### src/rtl/can_txmb_arbiter.sv
module can_txmb_arbiter #(
  parameter int NMBX     = 32,
  parameter int PRIO_W   = 6,
  parameter int PRIO_LSB = 8,
  localparam int IDX_W   = $clog2(NMBX)
) (
  input  logic              clk,
  input  logic              rst_n,
  input  logic              wr_en,
  input  logic [2:0]        wr_addr,
  input  logic [IDX_W-1:0]  wr_mbx,
  input  logic [NMBX-1:0]   wr_data,
  input  logic              tx_start,
  input  logic              tx_done,
  input  logic              tx_fail,
  output logic              sel_valid,
  output logic [IDX_W-1:0]  sel_idx,
  output logic [PRIO_W-1:0] sel_prio,
  output logic              busy,
  output logic [NMBX-1:0]   req_bits,
  output logic [NMBX-1:0]   ack_bits,
  output logic [NMBX-1:0]   irq_flags,
  output logic              irq
);
  localparam logic [2:0] A_EN = 3'd0, A_DIR = 3'd1, A_RSET = 3'd2,
                         A_ACLR = 3'd3, A_MASK = 3'd4, A_CTRL = 3'd5;

  logic [NMBX-1:0]   en_q, dir_q, req_q, ack_q, mask_q;
  logic [PRIO_W-1:0] prio_q [NMBX];
  logic              busy_q;

  wire we_en   = wr_en && wr_addr == A_EN;
  wire we_dir  = wr_en && wr_addr == A_DIR;
  wire we_rset = wr_en && wr_addr == A_RSET;
  wire we_aclr = wr_en && wr_addr == A_ACLR;
  wire we_mask = wr_en && wr_addr == A_MASK;
  wire we_ctrl = wr_en && wr_addr == A_CTRL;

  wire [NMBX-1:0] onehot_sel = NMBX'(1) << sel_idx;
  wire [NMBX-1:0] inflight   = busy_q ? onehot_sel : '0;
  wire            ok_evt     = busy_q && tx_done;
  wire            end_evt    = busy_q && (tx_done || tx_fail);
  wire [NMBX-1:0] done_mask  = ok_evt ? onehot_sel : '0;
  wire [NMBX-1:0] set_mask   = we_rset ? wr_data : '0;
  wire [NMBX-1:0] clr_mask   = we_aclr ? wr_data : '0;
  wire [NMBX-1:0] drop_mask  = we_en ? (en_q & ~wr_data & ~inflight) : '0;
  wire [NMBX-1:0] cand       = en_q & ~dir_q & req_q;

  logic              win_vld;
  logic [IDX_W-1:0]  win_idx;
  logic [PRIO_W-1:0] win_prio;

  always_comb begin
    win_vld  = 1'b0;
    win_idx  = '0;
    win_prio = '0;
    for (int i = 0; i < NMBX; i++) begin
      if (cand[i] && (!win_vld || prio_q[i] >= win_prio)) begin
        win_vld  = 1'b1;
        win_idx  = IDX_W'(i);
        win_prio = prio_q[i];
      end
    end
  end

  always_ff @(posedge clk) begin
    if (!rst_n) begin
      en_q   <= '0;
      dir_q  <= '0;
      req_q  <= '0;
      ack_q  <= '0;
      mask_q <= '0;
    end else begin
      if (we_en)   en_q   <= wr_data;
      if (we_dir)  dir_q  <= wr_data;
      if (we_mask) mask_q <= wr_data;
      req_q <= (req_q & ~done_mask & ~drop_mask) | set_mask;
      ack_q <= (ack_q & ~clr_mask) | done_mask;
    end
  end

  always_ff @(posedge clk) begin
    if (!rst_n) begin
      for (int i = 0; i < NMBX; i++) prio_q[i] <= '0;
    end else if (we_ctrl) begin
      prio_q[wr_mbx] <= wr_data[PRIO_LSB +: PRIO_W];
    end
  end

  always_ff @(posedge clk) begin
    if (!rst_n) begin
      busy_q    <= 1'b0;
      sel_valid <= 1'b0;
      sel_idx   <= '0;
      sel_prio  <= '0;
    end else if (busy_q) begin
      if (end_evt) begin
        busy_q    <= 1'b0;
        sel_valid <= 1'b0;
      end
    end else if (tx_start && sel_valid) begin
      busy_q <= 1'b1;
    end else begin
      sel_valid <= win_vld;
      sel_idx   <= win_idx;
      sel_prio  <= win_prio;
    end
  end

  assign busy      = busy_q;
  assign req_bits  = req_q;
  assign ack_bits  = ack_q;
  assign irq_flags = ack_q & mask_q;
  assign irq       = |irq_flags;
endmodule

### config.mk
export PLATFORM = sky130hd
export DESIGN_NAME = can_txmb_arbiter
export DESIGN_NICKNAME = d
export VERILOG_FILES = /design/src/rtl/can_txmb_arbiter.sv
export SDC_FILE = /design/constraint.sdc
export NUM_CORES = 1
export LEC_CHECK = 0
export ABC_CLOCK_PERIOD_IN_PS = 57000
export BUFFER_PORTS_ARGS = -buffer_cell sky130_fd_sc_hd__buf_2
export CORE_ASPECT_RATIO = 0.9
export CORE_UTILIZATION = 32
export CTS_BUF_LIST = sky130_fd_sc_hd__clkbuf_4 sky130_fd_sc_hd__clkbuf_8
export DETAILED_ROUTE_END_ITERATION = 10
export SLEW_MARGIN = 10
export SYNTH_ARGS = -nofsm -noshare
export SYNTH_HDL_FRONTEND = slang
export SYNTH_SLANG_ARGS = --single-unit
### constraint.sdc
create_clock -name clk -period 57 [get_ports clk]
set_input_delay 2.85 -clock clk [delete_from_list [all_inputs] [get_ports clk]]
set_output_delay 2.85 -clock clk [all_outputs]
set_load 0.05 [all_outputs]
* After elaboration in Yosys (flattened, before gate mapping) *
Memories as Yosys holds them, arrays and structs flattened.
Cells that the tools add are included.

word-level totals
  memories kept = 1
  register bits after elaboration = 173
  output and inout port bits = 110
  input port bits = 46
  RAM bits = 192

memories
  name    depth  bits a word  read ports  clocked after memory_dff  write ports  line  text
  prio_q  32     6            32          0                         32           29    logic [PRIO_W-1:0] prio_q [NMBX];

operators by class
  mux-type cells = 113
  bitwise gates (word level) = 18
  $lt $le $gt $ge = 31
  shifts and indexed selects = 1
  equal/unequal tests = 7
  reductions and logical operators = 108

operators with widths
  kind                                                    count
  bitwise AND 32 bit                                      8
  2-to-1 mux 6 bit                                        33
  NOT 32 bit                                              6
  greater-or-equal comparator 6 bit                       31
  2-to-1 mux 32 bit                                       5
  2-to-1 mux 5 bit                                        31
  OR 32 bit                                               2
  2-to-1 mux 1 bit                                        44
  logical AND 1 bit                                       40
  logical OR 1 bit                                        32
  OR reduction 32 bit                                     1
  << shifter 1 x 5 -> 32 bit (first input constant)       1
  zero test 1 bit                                         31
  == test 3 x 2 -> 1 bit (second input constant)          2
  == test 3 bit (second input constant)                   2
  OR reduction 6 bit                                      1
  AND reduction 2 bit                                     2
  == test 3 x 1 -> 1 bit (second input constant)          1
  zero test 3 bit                                         1
  inequality test 2 x 1 -> 1 bit (second input constant)  1
  inequality test 2 bit (second input constant)           1
  NOT 1 bit                                               2

* Logic depth before layout (Yosys ltp) *
  word-level depth = 130
  mapped depth = 315
  mapped depth without buffers = 296

* Least setup slack after synthesis *
Ideal clock, no wire load.

  path type = register -> register
  start point = register req_q[0], in the netlist req_bits[0]
  end point = register sel_prio[5]
  data required time = 56.884 ns
  arrival = 53.182 ns
  stages on the path, launching flop included = 289
  setup slack = 3.702 ns
  cells stage by stage = dfxtp_1 > and3b_1 > buf_2 > nand2_1 > ha_1 > a21o_1 > a211oi_2 > o21a_1 > nor2_1 > mux2_2 > ha_1 > nand2b_1 > a31oi_1 > o211ai_1 > and2_1 > clkbuf_1 > nor2_1 > a21oi_1 > [253 not listed] > nor2_1 > a31oi_2 > nand2_1 > o31ai_1 > ha_1 > nand2b_1 > a21o_1 > a21o_1 > a21oi_1 > nor2b_1 > o21ai_0 > nand2b_1 > a31oi_1 > or2_1 > clkbuf_1 > nor3b_1 > o21ai_0 > o211a_1

on the way
  cells in the longest elaborated chain, start to end = 126

RTL lines
  element                                                               line  text
  start, declared                                                       28    logic [NMBX-1:0] en_q, dir_q, req_q, ack_q, mask_q;
  start signal, assigned                                                77    req_q <= (req_q & ~done_mask & ~drop_mask) | set_mask;
  bitwise AND 32 bit (*)                                                47    wire [NMBX-1:0] cand = en_q & ~dir_q & req_q;
  2-to-1 mux 6 bit or 2-to-1 mux 1 bit (tied branches)                  58    if (cand[i] && (!win_vld || prio_q[i] >= win_prio)) begin
  greater-or-equal comparator 6 bit or zero test 1 bit (tied branches)  58
  logical OR 1 bit                                                      58
  logical AND 1 bit                                                     58
  2-to-1 mux 6 bit or 2-to-1 mux 1 bit (tied branches)                  58
  greater-or-equal comparator 6 bit or zero test 1 bit (tied branches)  58
  logical OR 1 bit                                                      58
  [110 not listed]                                                      --
  greater-or-equal comparator 6 bit or zero test 1 bit (tied branches)  58
  logical OR 1 bit                                                      58
  logical AND 1 bit                                                     58
  2-to-1 mux 6 bit or 2-to-1 mux 1 bit (tied branches)                  58
  greater-or-equal comparator 6 bit or zero test 1 bit (tied branches)  58
  logical OR 1 bit                                                      58
  logical AND 1 bit                                                     58
  2-to-1 mux 6 bit (*)                                                  58
  end signal, assigned                                                  106   sel_prio <= win_prio;
  end, declared                                                         18    output logic [PRIO_W-1:0] sel_prio,

Mark *: on every way between the ends. The rest lies on a longest branch, timed or not.
A chain may end at the register's enable or synchronous reset.

* Final worst setup path *
  start point = register en_q[0]
  end point = register sel_prio[0]

on the way
  cells in the longest elaborated chain, start to end = 127

RTL lines
  element                                                               line  text
  start, declared                                                       28
  start signal, assigned                                                74    if (we_en) en_q <= wr_data;
  bitwise AND 32 bit (*) (2 in a row)                                   47
  2-to-1 mux 6 bit or 2-to-1 mux 1 bit (tied branches)                  58
  greater-or-equal comparator 6 bit or zero test 1 bit (tied branches)  58
  logical OR 1 bit                                                      58
  logical AND 1 bit                                                     58
  2-to-1 mux 6 bit or 2-to-1 mux 1 bit (tied branches)                  58
  greater-or-equal comparator 6 bit or zero test 1 bit (tied branches)  58
  logical OR 1 bit                                                      58
  [110 not listed]                                                      --
  greater-or-equal comparator 6 bit or zero test 1 bit (tied branches)  58
  logical OR 1 bit                                                      58
  logical AND 1 bit                                                     58
  2-to-1 mux 6 bit or 2-to-1 mux 1 bit (tied branches)                  58
  greater-or-equal comparator 6 bit or zero test 1 bit (tied branches)  58
  logical OR 1 bit                                                      58
  logical AND 1 bit                                                     58
  2-to-1 mux 6 bit (*)                                                  58

Marked as above.

==> metrics.md <==
| Metric | Value |
|---|---|
| Post-DP HPWL | 56.22 mm |
| Post-synthesis cell count | 2,788 |
| Largest stage delay on the critical path | 0.39 ns |
| Fin nets | about 3,100 |
| Reg2Reg Depth | between 200 and 300 |
| Area share of the largest cell type after synthesis | about a quarter |
| Type of origin of the critical path | register |
| Post-synth EDFFs | 192 |
| List of most frequent post-synthesis cells | nand2_1, and2_1, edfxtp_1 |
| Fmax | 18.69 MHz |
| Starting Density | 32.50% |
| Total power draw | around 630 uW |
| DP Area | 0.02612 sq mm |
| WP data arrival | 54.04 ns |
| GRT Total Usage | 19.92% |
| RR Startpoint | en_q[0]$_SDFFE_PN0P_ |
| Sequential share of power | between 40% and 50% |
| Status | complete, no violations |
| Seq/Total Area, Yosys | 37.86% |
| Final min period | 53.52 ns |
| Top Family by Delay on Critical Path | compound AO/OA/AOI/OAI gates |
| Hold Crit Class | reg -> reg |
| DRC | 0 |
| R2R Setup Slk | 3.48 ns |
| FF+latch count, synth | 365 |
| Setup TNS | 0 ns |
| Cell mode on critical path | ha_1 |
| Worst-path clk slew | 0.06 ns |
| VDD IR max | 0.01751 mV |
| Slew @ Worst Pin | 1.117 ns |
| Final antenna-violating net count | 0 |
| Hold Buf Count CTS | 0 |
| Share of layout cells above drive strength 1 | 18.23% |
| Largest net degree at the start of global routing | 81 |
| Final Max Slew Viols | 0 |
| Post-synth top area cell | edfxtp_1 |
| Top layer in use | met5 |
| Syn_area_per_cell | 8.742 sq um |
| Worst Min Path Start | mask_q[24]$_SDFFE_PN0P_ |
| Mean number of vias per cell | ~5.4 |
| Synth cell types | 132 |
| Post-Syn Nets | about 3,000 |
| P&R area growth vs syn | 16.32% |
| Initial antenna violation count | 8 |
| GPL Wtd Cong | 0.9315 |
| Vias in the first global route | 20,260 |
| Leakage | 0.01073 uW |
| Inst Count DP | 3,863 |
| Final period util | 93.89% |
| IO buf count | 155 |
| DR WL met2 | 33.53 mm |
| Root buffer cell | clkbuf_8 |
| Largest cells by area after synthesis | edfxtp_1, dfxtp_1, ha_1 |
| Hold Path Depth | 2 |
| Die area | 0.07728 sq mm |
| Setup-failing EPs final | 0 |
| Clock power frac | 44.2% |
| Net switching power | around 170 uW |
| # clock sinks | 365 |
| PwrDens | 22.31 mW/mm^2 |
| Ys flop type | edfxtp_1 |
| Max-Cap Viols | 0 |
| Drt initial violations | 1,959 |
| Met1 Wirelength | 36.91 mm |
| Horiz. Die Dim | around 290 microns |
| Ys async rst share | 0% |
| Top-count cell post-synth | nand2_1 |
| Core Footprint | approximately 0.075 sq mm |
| Via count | 21,730 |
| Final std cells w/o fill | about 4,000 |
| CTS Buf Count | 66 |
| Worst Path Buf+Inv | 24 |
| Worst R2R End | sel_prio[0]$_SDFFE_PN0P_ |
| TritonCTS clock tree | built |
| Crit Path Category | reg -> reg |
| Syn. warnings | 0 |
| Crit-path max FO | 16 |
| Element type at the critical path end | register |
| Worst Hold Endpoint | mask_q[24]$_SDFFE_PN0P_ |
| Global-route wire length before repair | 120.9 mm |
| FP Rows | 95 |
| Wire length on met3 | 6.744 mm |
| Routed Wire Length | 79.46 mm |
| Setup Skew | roughly 0.053 ns |
| Final instance area | 0.02835 sq mm |
| I/O pins | 156 |
| Internal power | 465.2 uW |
| Wire per inst | 19.72 microns |
| Post-Synthesis Cell Area | 0.02437 sq mm |
| Critical path's slowest cell | a311o_1 |
| Total grt overflow | 0 |
| Fill count | roughly 7,600 |
| Final hold violations | 0 |
| Final core occ | ~38% |
| First-pass DRT Iterations | 6 |
| Clock latency at the later pin of the worst-skew pair | 0.65 ns |
| Clk buf depth | 3 |
| Net Sw Frac | 26.44% |
| Comb pwr share | a little under a tenth |
| H-tree Lvls | 3 |
| Worst relative slew slack | 25.42% |
| Die Span Y | around 260 microns |
| Required time worst endpoint | 57.52 ns |
[stage by stage]
step	hold WS [ns]	worst slack [ns]
after floorplan	0.4382	3.702
after global placement	0.4458	-0.01786
after detailed placement	0.4538	-1.182
after CTS	0.4617	0.09494
after global routing	0.4789	-0.3192
final	0.4574	3.483
[timing repair]
| action | 4_1_cts | 5_1_grt |
|---|---|---|
| setup buffers | 4 | 35 |
| resized for setup | 9 | 91 |
| gates cloned | 0 | 1 |
| endpoints found under the setup margin | 11 | 11 |
| pin swaps | 2 | 23 |
[layout make-up]
cell class                      count  area, sq um  share of cell area [%]
Sequential cell                   365         9230                   32.56
Inverter                          168        630.6                   2.224
Clock inverter                     18        200.2                  0.7061
Antenna cell                        5        12.51                 0.04413
Clock buffer                      103         1267                   4.471
Tap cell                         1018         1274                   4.493
Timing Repair Buffer              223         1313                   4.630
Multi-Input combinational cell   2129        14420                   50.88
[tightest hold or removal path, delay by kind of cell (launching register included)]
kind               cells  cell delay (ns)
DFF                    1             0.30
and+or+nand+nor        1             0.04
AOI/OAI and AO/OA      1             0.06
[sequential cells by signal, summed over array words and instances, names as in the netlist]
register,count
dir_q,32
sel_valid,1
busy,1
mask_q,32
ack_bits,32
sel_prio,6
prio_q,192
req_bits,32
en_q,32
sel_idx,5
[kinds of logic (layout without fill, tap and decap cells)]
group / count (synthesis) / in the layout / synth area share [%]
compound gates: 737 / 738 / 22.26
xor+xnor: 2 / 2 / 0.07188
fa+ha+maj: 150 / 150 / 7.608
buf+inv: 295 / 512 / 4.846
flops: 365 / 365 / 37.86
mux: 68 / 68 / 3.060
other cells: 0 / 5 / 0
simple gates: 1171 / 1171 / 24.29
[metal layers]
metal  GRT usage (%)  up-vias
li1                -    10370
met1           28.47    10320
met2           29.70      892
met3           3.946      144
met4           6.736        2
met5               0        -
[placed cells by master (no fill, tap or decap), types with 34 or more instances in the layout]
cell,count
a32oi_1,34
nor3_1,58
and2_1,211
dfxtp_1,172
a21o_1,35
clkbuf_8,79
a21oi_1,102
inv_1,167
nor2b_1,53
a21boi_0,133
nand2b_1,44
buf_2,154
buf_4,65
nor2_1,169
ha_1,140
o21ai_0,121
nand2_1,432
mux2_2,34
edfxtp_1,192
[power by group through the flow]
stage	registers [uW]	logic, uW	clock network [uW]
2_1_floorplan	299	34.3	0
3_3_place_gp	300	55.2	0
3_5_place_dp	299	55.4	0
4_1_cts	294	55.6	284
5_1_grt	295	63.9	295
6_report	294	58.4	280
[worst max path at each step]
stage	startpoint	to	slack, ns	cells past startpoint
floorplan	req_bits[0]$_SDFF_PN0_	sel_prio[5]$_SDFFE_PN0P_	3.70	288
global placement	req_bits[0]$_SDFF_PN0_	sel_idx[3]$_SDFFE_PN0P_	-0.02	273
detailed placement	req_bits[0]$_SDFF_PN0_	sel_idx[3]$_SDFFE_PN0P_	-1.18	273
CTS	req_bits[0]$_SDFF_PN0_	sel_prio[5]$_SDFFE_PN0P_	0.09	273
global route	en_q[0]$_SDFFE_PN0P_	sel_prio[0]$_SDFFE_PN0P_	-0.32	282
finish	en_q[0]$_SDFFE_PN0P_	sel_prio[0]$_SDFFE_PN0P_	3.48	272
Power figures use the tool's default switching activity.
